**src/rtl/thr_pkg.sv**
```systemverilog
package thr_pkg;
  localparam int WIN_LEN = 100;

  typedef enum logic [1:0] {
    LVL_NONE = 2'd0,
    LVL_LOW  = 2'd1,
    LVL_MED  = 2'd2,
    LVL_HIGH = 2'd3
  } gpu_lvl_e;

  function automatic logic [6:0] lvl_to_pct(gpu_lvl_e lvl);
    case (lvl)
      LVL_LOW:  return 7'd50;
      LVL_MED:  return 7'd75;
      LVL_HIGH: return 7'd85;
      default:  return 7'd0;
    endcase
  endfunction
endpackage

```
**src/rtl/thr_prio_pick.sv**
```systemverilog
module thr_prio_pick #(
  parameter int NUM_REQ = 4,
  parameter int PRIO_W  = 7,
  parameter int IDX_W   = 2
) (
  input  logic [NUM_REQ-1:0]        req_i,
  input  logic [NUM_REQ*PRIO_W-1:0] prio_i,
  output logic                      found_o,
  output logic [IDX_W-1:0]          idx_o
);
  logic [PRIO_W-1:0] best;

  // Scan from the top index down; ">=" lets a lower index take over on a tie.
  always_comb begin
    found_o = 1'b0;
    idx_o   = '0;
    best    = '0;
    for (int i = NUM_REQ - 1; i >= 0; i--) begin
      if (req_i[i] && (!found_o || prio_i[i*PRIO_W +: PRIO_W] >= best)) begin
        found_o = 1'b1;
        idx_o   = IDX_W'(i);
        best    = prio_i[i*PRIO_W +: PRIO_W];
      end
    end
  end
endmodule

```
**src/rtl/thr_pulse_skip.sv**
```systemverilog
module thr_pulse_skip
  import thr_pkg::*;
#(
  parameter int PCT_W = 7
) (
  input  logic             clk,
  input  logic             rst_n,
  input  logic [PCT_W-1:0] depth_i,
  input  logic             win_start_i,
  input  logic             win_end_i,
  output logic             en_o
);
  localparam int SUM_W = PCT_W + 1;

  logic [PCT_W-1:0] acc_q;
  logic [SUM_W-1:0] sum;
  logic             skip;

  assign sum  = SUM_W'(acc_q) + SUM_W'(depth_i);
  assign skip = sum >= SUM_W'(WIN_LEN);
  assign en_o = ~skip;

  always_ff @(posedge clk or negedge rst_n) begin
    if (!rst_n)         acc_q <= '0;
    else if (win_end_i) acc_q <= '0;
    else if (skip)      acc_q <= PCT_W'(sum - SUM_W'(WIN_LEN));
    else                acc_q <= PCT_W'(sum);
  end

  p_acc_bound_r5: assert property (@(posedge clk) disable iff (!rst_n)
    acc_q < PCT_W'(WIN_LEN));
  p_acc_clear_r5: assert property (@(posedge clk) disable iff (!rst_n)
    win_start_i |-> acc_q == '0);
  p_full_depth_r8: assert property (@(posedge clk) disable iff (!rst_n)
    (depth_i == PCT_W'(WIN_LEN)) |-> !en_o);
  p_zero_depth_r7: assert property (@(posedge clk) disable iff (!rst_n)
    (depth_i == '0) |-> en_o);
endmodule

```
**src/rtl/throttle_arbiter.sv**
```systemverilog
module throttle_arbiter
  import thr_pkg::*;
#(
  parameter int NUM_REQ = 4,
  parameter int PRIO_W  = 7,
  parameter int PCT_W   = 7,
  localparam int IDX_W  = (NUM_REQ > 1) ? $clog2(NUM_REQ) : 1
) (
  input  logic                      clk,
  input  logic                      rst_n,
  input  logic [NUM_REQ-1:0]        req_i,
  input  logic [NUM_REQ*PRIO_W-1:0] prio_cfg_i,
  input  logic [NUM_REQ*PCT_W-1:0]  cpu_pct_cfg_i,
  input  logic [NUM_REQ*2-1:0]      gpu_lvl_cfg_i,
  output logic                      cpu_clk_en_o,
  output logic                      gpu_clk_en_o,
  output logic                      win_valid_o,
  output logic [IDX_W-1:0]          win_idx_o
);
  localparam int PH_W = $clog2(WIN_LEN);

  logic [PH_W-1:0]  phase_q;
  logic             win_end, win_start;
  logic             pick_found;
  logic [IDX_W-1:0] pick_idx;
  logic [PCT_W-1:0] cpu_raw, cpu_sel, gpu_sel;
  logic             win_valid_q;
  logic [IDX_W-1:0] win_idx_q;
  logic [PCT_W-1:0] depth_q [2];
  logic [1:0]       en;

  assign win_end   = phase_q == PH_W'(WIN_LEN - 1);
  assign win_start = phase_q == '0;

  always_ff @(posedge clk or negedge rst_n) begin
    if (!rst_n)       phase_q <= '0;
    else if (win_end) phase_q <= '0;
    else              phase_q <= phase_q + 1'b1;
  end

  thr_prio_pick #(.NUM_REQ(NUM_REQ), .PRIO_W(PRIO_W), .IDX_W(IDX_W)) u_pick (
    .req_i   (req_i),
    .prio_i  (prio_cfg_i),
    .found_o (pick_found),
    .idx_o   (pick_idx)
  );

  assign cpu_raw = cpu_pct_cfg_i[pick_idx*PCT_W +: PCT_W];
  assign cpu_sel = (cpu_raw > PCT_W'(WIN_LEN)) ? PCT_W'(WIN_LEN) : cpu_raw;
  assign gpu_sel = PCT_W'(lvl_to_pct(gpu_lvl_e'(gpu_lvl_cfg_i[pick_idx*2 +: 2])));

  always_ff @(posedge clk or negedge rst_n) begin
    if (!rst_n) begin
      win_valid_q <= 1'b0;
      win_idx_q   <= '0;
      depth_q[0]  <= '0;
      depth_q[1]  <= '0;
    end else if (win_end) begin
      win_valid_q <= pick_found;
      win_idx_q   <= pick_idx;
      depth_q[0]  <= pick_found ? cpu_sel : '0;
      depth_q[1]  <= pick_found ? gpu_sel : '0;
    end
  end

  for (genvar g = 0; g < 2; g++) begin : g_skip
    thr_pulse_skip #(.PCT_W(PCT_W)) u_skip (
      .clk         (clk),
      .rst_n       (rst_n),
      .depth_i     (depth_q[g]),
      .win_start_i (win_start),
      .win_end_i   (win_end),
      .en_o        (en[g])
    );
  end

  assign cpu_clk_en_o = en[0];
  assign gpu_clk_en_o = en[1];
  assign win_valid_o  = win_valid_q;
  assign win_idx_o    = win_idx_q;

  p_phase_range_r4: assert property (@(posedge clk) disable iff (!rst_n)
    phase_q < PH_W'(WIN_LEN));
  p_hold_window_r4: assert property (@(posedge clk) disable iff (!rst_n)
    !win_end |=> $stable(win_idx_q) && $stable(win_valid_q)
                 && $stable(depth_q[0]) && $stable(depth_q[1]));
  p_idle_pass_r7: assert property (@(posedge clk) disable iff (!rst_n)
    !win_valid_q |-> cpu_clk_en_o && gpu_clk_en_o);
  p_winner_requested_r2: assert property (@(posedge clk) disable iff (!rst_n)
    pick_found |-> req_i[pick_idx]);
  p_depth_cap_r8: assert property (@(posedge clk) disable iff (!rst_n)
    depth_q[0] <= PCT_W'(WIN_LEN));
endmodule

```
**config.mk**
```make
export PLATFORM = sky130hd
export DESIGN_NAME = throttle_arbiter
export DESIGN_NICKNAME = d
export VERILOG_FILES = /design/src/rtl/thr_pkg.sv /design/src/rtl/thr_prio_pick.sv /design/src/rtl/thr_pulse_skip.sv /design/src/rtl/throttle_arbiter.sv
export SDC_FILE = /design/constraint.sdc
export NUM_CORES = 1
export LEC_CHECK = 0
export BUFFER_PORTS_ARGS = -buffer_cell sky130_fd_sc_hd__buf_2
export CORE_ASPECT_RATIO = 0.5
export CORE_MARGIN = 5
export CORE_UTILIZATION = 35
export CTS_BUF_LIST = sky130_fd_sc_hd__clkbuf_8
export CTS_CLUSTER_SIZE = 25
export DETAILED_ROUTE_END_ITERATION = 12
export PLACE_DENSITY = 0.55
export SYNTH_ARGS = -nofsm -noshare
export SYNTH_HDL_FRONTEND = slang
export SYNTH_HIERARCHICAL = 1
export SYNTH_SLANG_ARGS = --single-unit
```
**constraint.sdc**
```tcl
create_clock -name clk -period 6.75 [get_ports clk]
set_input_delay 0.675 -clock clk [delete_from_list [all_inputs] [get_ports clk]]
set_output_delay 0.675 -clock clk [all_outputs]
set_load 0.005 [all_outputs]
```
==> key figures, run 1 <==
Floorplan
  – Rows: 25
  – Die width: about 150 microns
  – Full die area: ~12000 sq um
  – I/O pins: 75
  – Die H: 81.0 microns
  – Initial Util: 0.367
  – Core footprint: around 9600 sq um

Worst setup path
  – Critical path required time: between 6 and 7 ns
  – Endpoint type of the worst setup path: flip-flop
  – CP max-delay cell: mux4_1
  – CP Max Fanout: 16
  – R2R cell count: 8
  – R2r startpoint: phase_q[0]$_DFF_PN0_
  – Critical Path, Cell by Cell: buf_2 -> nand2_1 -> ha_1 -> and3_4 -> and3_4 -> a211oi_2 -> a32oi_1 -> ha_1 -> a21o_1 -> a21oi_1 -> nor2b_1 -> o41a_1 -> mux2_2 -> ha_1 -> nand2b_1 -> a21o_1 -> a21oi_1 -> o21ai_0 -> a2bb2oi_1 -> buf_4 -> mux4_1 -> ha_1 -> o2111ai_1 -> nand2_1
  – CP max stage delay: 0.64 ns
  – CP delay by family, top: compound AO/OA/AOI/OAI gates
  – Worst Setup Start Kind: input port
  – WP buf/inv: 2
  – RR Endpoint: g_skip[0].u_skip/acc_q[4]$_DFF_PN0_
  – Worst Path Arrival: 6.31 ns
  – R2R setup slack: 3.90 ns
  – Worst setup path class: in -> reg
  – Critical path's most frequent cell: ha_1

Finish
  – Design area: slightly above 4000 sq um
  – N_diodes: 0
  – Area delta synth->final: 16.2%
  – Fin nets: ~550
  – Share of post-route cells with drive strength above 1: 0.274
  – Fillers: slightly below 1k
  – Multi-input gate area: 2430 sq um
  – Register area: ~900 sq um

STA
  – TNS Setup: 0 ns
  – Final hold vios: 0
  – Slew headroom: 0.442
  – FMAX: 163 MHz
  – Fin crit share: 0.909
  – Pins Over Slew Limit: 0
  – Min cycle time layout: around 6.1 ns
  – Slew at the pin closest to its max-slew limit: roughly 0.84 ns
  – Final setup viols: 0
  – Fin Clk Skew: between 0.005 and 0.006 ns
  – Worst hold margin: 0.480 ns
  – RSZ-0062 raised after global routing: false

CTS
  – Number of hold buffers added after cts: 0
  – Post-CTS resize count: 0
  – Clock transition at path regs: ~0.07 ns
  – Clk buf depth: 2
  – Num CTS Buffers: 5
  – Clock sink count: 37
  – Worst skew pair latency: between 0.2 and 0.3 ns
  – H-tree depth: 2
  – Root Driver: clkbuf_8
  – CTS tree: done
  – Postcts setup bufs: 0

Status
  – Status: completed

Routing
  – Routed vias/inst: 5.10
  – Met1 wire length: around 3.8 mm
  – Remaining antenna violation count: 0
  – Wirelength, routed: a little under 8 mm
  – Met3 Wirelength: 239 microns
  – Iter 0 DRT Violations: 126
  – Top sig layer: met4
  – DR vias: just under 3k
  – Wirelength per Cell: ~14 microns
  – Routed wl met2: ~3.8 mm
  – First-pass DRT Iterations: 4
  – Remaining DRCs: 0

Global route
  – Number of global-route vias before repair: around 2.9k
  – Largest net degree at the start of global routing: 38
  – GRT Total Usage: 0.131
  – Gr ovfl total: 0
  – Initial antenna violation count: 0
  – First-pass GRT wire length: around 13 mm

Power
  – Worst VDD drop: approximately 63 uV
  – Total power: around 0.00056 W
  – Pleak: approximately 1.9 nW
  – Pwr dens: between 100 and 150 nW/um^2

Synth
  – Mapped cell area: ~3500 sq um
  – Post-Syn Instances: about 370
  – Net Count, Synth: 483
  – Syn_area_per_cell: 9.68 sq um
  – Synth warnings: 6

Placed design
  – DP HPWL: roughly 6.4 mm
  – Port bufs: 74
  – DP Area: 4000 sq um
  – Gpl congestion: about 0.9

Run
  – Max Cap Viol: 0

Hold path
  – Hold Crit Class: in -> async
placed cells by master, fill, tap and decap left out, types with 4 or more instances in the layout:
master,count
nor2_1,20
dfrtp_1,37
inv_1,20
or3_1,7
nand3b_1,4
ha_1,46
a32oi_1,6
xor2_1,4
nand4_1,8
buf_2,74
mux4_1,7
clkbuf_8,5
mux2_2,7
nor2b_1,14
nand2_1,44
nand3_1,12
o21ai_0,11
a21oi_2,4
a21o_1,11
or2_2,4
a21oi_1,15
power breakdown:
group | switching (W) | internal (W)
logic | 0.0000715 | 0.0000762
registers | 0 | 0.000221
clock network | 0.0000787 | 0.000107
worst max path at each step:
stage	startpoint	to	slack (ns)	cells past startpoint
final	req_i[3]	depth_q[0]$_DFFE_PN0P_	0.61	24
after CTS	req_i[3]	depth_q[0]$_DFFE_PN0P_	0.66	24
after global routing	req_i[3]	depth_q[1]$_DFFE_PN0P_	0.27	25
after detailed placement	req_i[3]	depth_q[1]$_DFFE_PN0P_	0.36	25
after global placement	req_i[3]	depth_q[1]$_DFFE_PN0P_	0.45	25
after floorplan	req_i[3]	depth_q[0]$_DFFE_PN0P_	0.75	25
flip-flops by register name (all words and copies together) (netlist names):
register,count
depth_q,13
g_skip.u_skip/acc_q,14
phase_q,7
win_idx_o,2
win_valid_o,1
layout make-up:
class / count / area share
multi-input combinational: 291 / 0.592
timing repair buffer: 77 / 0.0957
clock buffer: 5 / 0.0168
clock inverter: 2 / 0.00854
sequential: 37 / 0.226
tap: 135 / 0.0412
inverter: 22 / 0.0201
routing by layer:
metal / global-route usage / vias to the layer above
li1: - / 1493
met1: 0.165 / 1358
met2: 0.238 / 46
met3: 0.0218 / 5
met4: 0.0296 / 0
met5: 0 / -
through the flow:
| step | setup slack (ns) | instances | utilization |
|---|---|---|---|
| after floorplan | 0.754 | 365 | - |
| after global placement | 0.454 | 562 | 0.415 |
| after detailed placement | 0.357 | 562 | 0.415 |
| after CTS | 0.655 | 569 | 0.426 |
| after global routing | 0.270 | 569 | 0.426 |
| final | 0.611 | 569 | 0.426 |
Power figures use the tool's default switching activity.
==> run 2: changes to the inputs <==
Settings changed: ABC_AREA set to 1.
==> key figures, run 2 <==
Finish
  – Max reg flops: 14 (unchanged)
  – Fin cells: 785 (+38%)
  – Leading cell type in the layout, fill and taps excluded: nand2_1
  – Largest regs: g_skip.u_skip/acc_q: 14 flops, depth_q: 13 flops, phase_q: 7 flops
  – Area delta synth->final: 13.9%
  – N_diodes: 0 (unchanged)
  – Fin nets: 758 (+37%)
  – Commonest cells after routing, fill and taps aside: 175 x nand2_1, 74 x buf_2, 73 x inv_1
  – Finished Core Util: 0.406 (-0.0199)
  – Register area: 926 sq um (unchanged)
  – Share of post-route cells with drive strength above 1: 0.222 (-0.0523)
  – Biggest register: g_skip.u_skip/acc_q
  – Fillers: 1227 (+23%)
  – Multi-input gate area: 2550 sq um (+5.1%)

Power
  – Pwr dens: 255 nW/um^2 (+89%)
  – Internal: 0.000593 W (+46%)
  – Worst VDD drop: 121 uV (+93%)
  – Pleak: 2.49 nW (+31%)
  – Sw Pwr: 0.000541 W (+260%)
  – Switching Share: 0.477 (+0.207)
  – Comb pwr share: 0.630 (+0.364)
  – Sequential share of power: 0.237 (-0.162)
  – Clk network pwr share: 0.132 (-0.203)
  – Total power: 0.00113 W (+100%)

STA
  – Pins Over Slew Limit: 0 (unchanged)
  – TNS Setup: 0 ns (unchanged)
  – Slew at the pin closest to its max-slew limit: 0.821 ns (-0.0157 ns)
  – Fin Clk Skew: 0.00930 ns (+0.00381 ns)
  – Min cycle time layout: 5.30 ns (-0.835 ns)
  – RSZ-0062 raised after global routing: false
  – Slew headroom: 0.453 (+0.0105)
  – Setup ws final: 1.45 ns (+0.835 ns)
  – Fin crit share: 0.786 (-0.124)
  – Final hold vios: 0 (unchanged)
  – FMAX: 189 MHz (+16%)
  – Final setup viols: 0 (unchanged)

Routing
  – Wirelength, routed: 9.23 mm (+17%)
  – Routed vias/inst: 4.62 (-9.4%)
  – Iter 0 DRT Violations: 127 (+0.79%)
  – Wirelength per Cell: 11.8 microns (-15%)
  – Remaining antenna violation count: 0 (unchanged)
  – Remaining DRCs: 0 (unchanged)
  – DR vias: 3626 (+25%)
  – First-pass DRT Iterations: 4 (unchanged)

Global route
  – Number of global-route vias before repair: 3622 (+25%)
  – First-pass GRT wire length: 16.5 mm (+23%)
  – GRT Total Usage: 0.144 (+0.0130)
  – Largest net degree at the start of global routing: 38 (unchanged)
  – Initial antenna violation count: 1 (+1)
  – Gr ovfl total: 0 (unchanged)

Worst setup path
  – WP buf/inv: 5 (+3)
  – CP Max Fanout: 20 (+4)
  – CP max stage delay: 0.44 ns (-0.20 ns)
  – CP max-delay cell: inv_1
  – R2R setup slack: 4.35 ns (+0.45 ns)
  – Worst Setup Start Kind: input port
  – CP delay by family, top: simple AND/OR/NAND/NOR gates
  – Endpoint type of the worst setup path: flip-flop
  – Critical path's most frequent cell: nand2_1
  – Worst setup path class: in -> reg
  – Worst Path Arrival: 5.47 ns (-0.84 ns)
  – Critical path required time: 6.92 ns (about the same)

Status
  – Status: completed

CTS
  – H-tree depth: 2 (unchanged)
  – CTS tree: done
  – Clock transition at path regs: 0.08 ns (about the same)
  – Clk buf depth: 2 (unchanged)
  – Clock sink count: 37 (unchanged)
  – Postcts setup bufs: 0 (unchanged)
  – Worst skew pair latency: 0.29 ns (about the same)
  – Number of hold buffers added after cts: 0 (unchanged)
  – Root Driver: clkbuf_8
  – Post-CTS resize count: 0 (unchanged)
  – Num CTS Buffers: 5 (unchanged)

Run
  – Max Cap Viol: 0 (unchanged)

Floorplan
  – Full die area: 13500 sq um (+9.4%)
  – I/O pins: 75 (unchanged)
  – Initial Util: 0.356 (-0.0102)
  – Rows: 27 (+8.0%)
  – Core footprint: 10900 sq um (+14%)
  – Die H: 84.7 microns (+4.5%)
  – Die width: 159 microns (+4.8%)

Placed design
  – Gpl congestion: 0.816 (-7.2%)
  – Pre-CTS setup slack: 1.15 ns (+0.797 ns)
  – Port bufs: 74 (unchanged)
  – DP HPWL: 7.78 mm (+22%)
  – Post-Place Cells: 778 (+38%)

Synth
  – Synth warnings: 6 (unchanged)
  – Mapped cell area: 3900 sq um (+10%)
  – Syn_area_per_cell: 6.89 sq um (-29%)
  – Post-Syn Instances: 566 (+55%)
  – Net Count, Synth: 684 (+42%)

Hold path
  – Hold Crit Class: in -> async
## run 2: per-stage QoR
stage          hold WS (ns)  instance area [sq um]
4_1_cts               0.480                   4440
3_5_place_dp          0.462                   4360
2_1_floorplan         0.379                   3900
5_1_grt               0.524                   4440
3_3_place_gp          0.462                   4360
6_report              0.465                   4440
## run 2: path summary, 6_finish.rpt
path / to / depth (start not counted) / startpoint
setup / recovery: depth_q[0]$_DFFE_PN0P_ / 34 / req_i[3]
hold / removal: g_skip[1].u_skip/acc_q[2]$_DFF_PN0_ / 1 / rst_n
hold reg to reg: win_valid_o$_DFFE_PN0P_ / 2 / win_valid_o$_DFFE_PN0P_
min in group clk: win_valid_o$_DFFE_PN0P_ / 2 / win_valid_o$_DFFE_PN0P_
setup reg to reg: g_skip[1].u_skip/acc_q[5]$_DFF_PN0_ / 13 / depth_q[0]$_DFFE_PN0P_
max in group asynchronous: win_idx_o[0]$_DFFE_PN0P_ / 1 / rst_n
## run 2: layout make-up
class / instances / area share
Clock inverter: 2 / 0.00282
Sequential cell: 37 / 0.208
Tap cell: 145 / 0.0408
Clock buffer: 5 / 0.0155
Timing Repair Buffer: 75 / 0.0850
Inverter: 83 / 0.0726
Multi-Input combinational cell: 438 / 0.575
## run 2: per-layer routing
layer  GRT usage  wire length, microns  vias up
li1            -                     -     1952
met1       0.184                  4410     1594
met2       0.250                  4300       65
met3      0.0260                   372       13
met4      0.0402                   139        2
met5           0                     7        -
## run 2: power groups by stage
stage / registers (W) / logic [W] / clock network [W]
after floorplan: 0.000268 / 0.000585 / 0
final: 0.000269 / 0.000715 / 0.000150
after detailed placement: 0.000274 / 0.000723 / 0
after CTS: 0.000270 / 0.000725 / 0.000157
after global placement: 0.000273 / 0.000715 / 0
after global routing: 0.000273 / 0.000831 / 0.000167
==> run 3: changes to the inputs <==
Settings changed: ABC_AREA 1 to 0.
Clock period 6.75 ns to 5.4 ns, I/O delays scaled along.
==> key figures, run 3 (synthesis results as in run 1) <==
Finish
  – Area delta synth->final: 33.2%
  – Max reg flops: 14 (unchanged)
  – Fin cells: 605 (-23%)
  – N_diodes: 0 (unchanged)
  – Leading cell type in the layout, fill and taps excluded: buf_2
  – Commonest cells after routing, fill and taps aside: 70 x buf_2, 41 x nand2_1, 37 x dfrtp_1
  – Share of post-route cells with drive strength above 1: 0.409 (+0.187)
  – Fin nets: 587 (-23%)
  – Largest regs: g_skip.u_skip/acc_q: 14 flops, depth_q: 13 flops, phase_q: 7 flops
  – Biggest register: g_skip.u_skip/acc_q

STA
  – Final hold vios: 0 (unchanged)
  – Pins Over Slew Limit: 0 (unchanged)
  – Fin crit share: 0.989
  – Slew at the pin closest to its max-slew limit: 0.844 ns (+0.0235 ns)
  – FMAX: about 190 MHz
  – Slew headroom: 0.437 (-0.0157)
  – Final setup viols: 0 (unchanged)
  – RSZ-0062 raised after global routing: true
  – Worst hold margin: 0.351 ns (-0.115 ns)
  – Setup ws final: 0.0580 ns (-1.39 ns)
  – Min cycle time layout: around 5.3 ns
  – Fin Clk Skew: 0.0141 ns (+0.00480 ns)

CTS
  – Clock transition at path regs: 0.09 ns (about the same)
  – CTS tree: done
  – Root Driver: clkbuf_8
  – Num CTS Buffers: 5 (unchanged)
  – H-tree depth: 2 (unchanged)
  – Number of hold buffers added after cts: 0 (unchanged)
  – Clk buf depth: 2 (unchanged)
  – Clock sink count: 37 (unchanged)
  – Worst skew pair latency: 0.29 ns (about the same)

Worst setup path
  – Worst setup path class: in -> reg
  – CP Max Fanout: 8 (-60%)
  – R2r startpoint: phase_q[0]$_DFF_PN0_
  – R2R cell count: 8 (-5)
  – Critical path required time: 5.57 ns (-1.35 ns)
  – Endpoint type of the worst setup path: flip-flop
  – Worst Setup Start Kind: input port
  – Critical Path Start: req_i[3]
  – Worst Path Arrival: 5.51 ns (+0.04 ns)

Floorplan
  – I/O pins: 75 (unchanged)
  – Initial Util: 0.367 (+0.0102)
  – Core footprint: 9630 sq um (-12%)
  – Full die area: 12300 sq um (-8.6%)
  – Die width: 152 microns (-4.5%)
  – Rows: 25 (-7.4%)
  – Die H: 81.0 microns (-4.3%)

Placed design
  – Post-Place Cells: 590 (-24%)
  – Pre-CTS setup slack: -0.541 ns (-1.69 ns)
  – Gpl congestion: 0.804 (-1.5%)
  – DP HPWL: 6.65 mm (-15%)
  – Port bufs: 74 (unchanged)

Power
  – Total power: 0.000809 W (-29%)
  – Worst VDD drop: 99.9 uV (-18%)
  – Pleak: 2.12 nW (-15%)
  – Pwr dens: 172 nW/um^2 (-33%)

Global route
  – Gr ovfl total: 0 (unchanged)
  – Initial antenna violation count: 0 (-1)
  – GRT Total Usage: 0.142 (-0.00198)
  – First-pass GRT wire length: 14.5 mm (-12%)
  – Number of global-route vias before repair: 3190 (-12%)
  – Largest net degree at the start of global routing: 38 (unchanged)

Run
  – Max Cap Viol: 0 (unchanged)

Routing
  – Routed vias/inst: 5.05 (+9.3%)
  – DR vias: 3054 (-16%)
  – Remaining DRCs: 0 (unchanged)
  – Wirelength, routed: 8.57 mm (-7.2%)
  – Iter 0 DRT Violations: 133 (+4.7%)
  – Remaining antenna violation count: 0 (unchanged)
  – First-pass DRT Iterations: 4 (unchanged)
  – Wirelength per Cell: 14.2 microns (+20%)

Hold path
  – Hold Crit Class: in -> async

Status
  – Status: completed
## run 3: path summary, 6_finish.rpt
check | end | slack (ns)
max in group asynchronous | g_skip[0].u_skip/acc_q[6]$_DFF_PN0_ | 4.52
min in group clk | win_valid_o$_DFFE_PN0P_ | 0.48
worst max-delay path | depth_q[9]$_DFFE_PN0P_ | 0.06
worst min-delay path | depth_q[5]$_DFFE_PN0P_ | 0.35
worst max register to register | g_skip[1].u_skip/acc_q[4]$_DFF_PN0_ | 2.34
worst min register to register | win_valid_o$_DFFE_PN0P_ | 0.48
## run 3: metrics by stage
step | TNS (ns) | cell area [sq um] | util
global route | -0.876 | 4710 | 0.488
finish | 0 | 4710 | 0.488
detailed placement | -5.75 | 4280 | 0.444
global placement | -4.43 | 4280 | 0.444
floorplan | -0.428 | 3630 | -
CTS | 0 | 4480 | 0.465
## run 3: repair_timing
| action | in CTS | in global routing |
|---|---|---|
| pin swaps | 13 | 23 |
| endpoints found under the setup margin | 13 | 13 |
| buffers inserted | 4 | 2 |
| cloned | 0 | 1 |
| resized for setup | 12 | 34 |
| hold endpoints to repair | 0 | 0 |
## run 3: where the power goes
| group | total (W) | internal (W) | switching (W) |
|---|---|---|---|
| combinational | 0.000288 | 0.000160 | 0.000128 |
| sequential | 0.000277 | 0.000277 | 0 |
| clock | 0.000244 | 0.000138 | 0.000106 |
| total | 0.000809 | 0.000575 | 0.000234 |
## run 3: layout make-up
cell class / count / area, sq um
Fill cell: 957 / 4930
Multi-Input combinational cell: 291 / 2700
Sequential cell: 37 / 926
Timing Repair Buffer: 112 / 714
Tap cell: 135 / 169
Inverter: 22 / 87.6
Clock buffer: 5 / 68.8
Clock inverter: 3 / 43.8
## run 3: critical path, stage by stage
cell	delay, ns
buf_12	0.11
nand2_4	0.05
ha_4	0.19
and3_4	0.17
and3_4	0.16
a211oi_4	0.35
buf_4	0.17
a32oi_2	0.11
ha_1	0.33
a211oi_2	0.24
nor3_1	0.09
o41a_1	0.54
buf_4	0.19
buf_4	0.14
mux2_2	0.27
ha_1	0.27
o21a_1	0.23
a2bb2oi_2	0.15
buf_6	0.16
mux4_2	0.51
or2_4	0.29
a31oi_4	0.17
o21ai_1	0.08
## run 3: per-layer routing
metal,track usage,up-vias,wire length (microns)
met4,0.0422,0,133
met1,0.178,1434,3990
met5,0,-,0
met3,0.0213,10,226
li1,-,1558,-
met2,0.258,52,4220
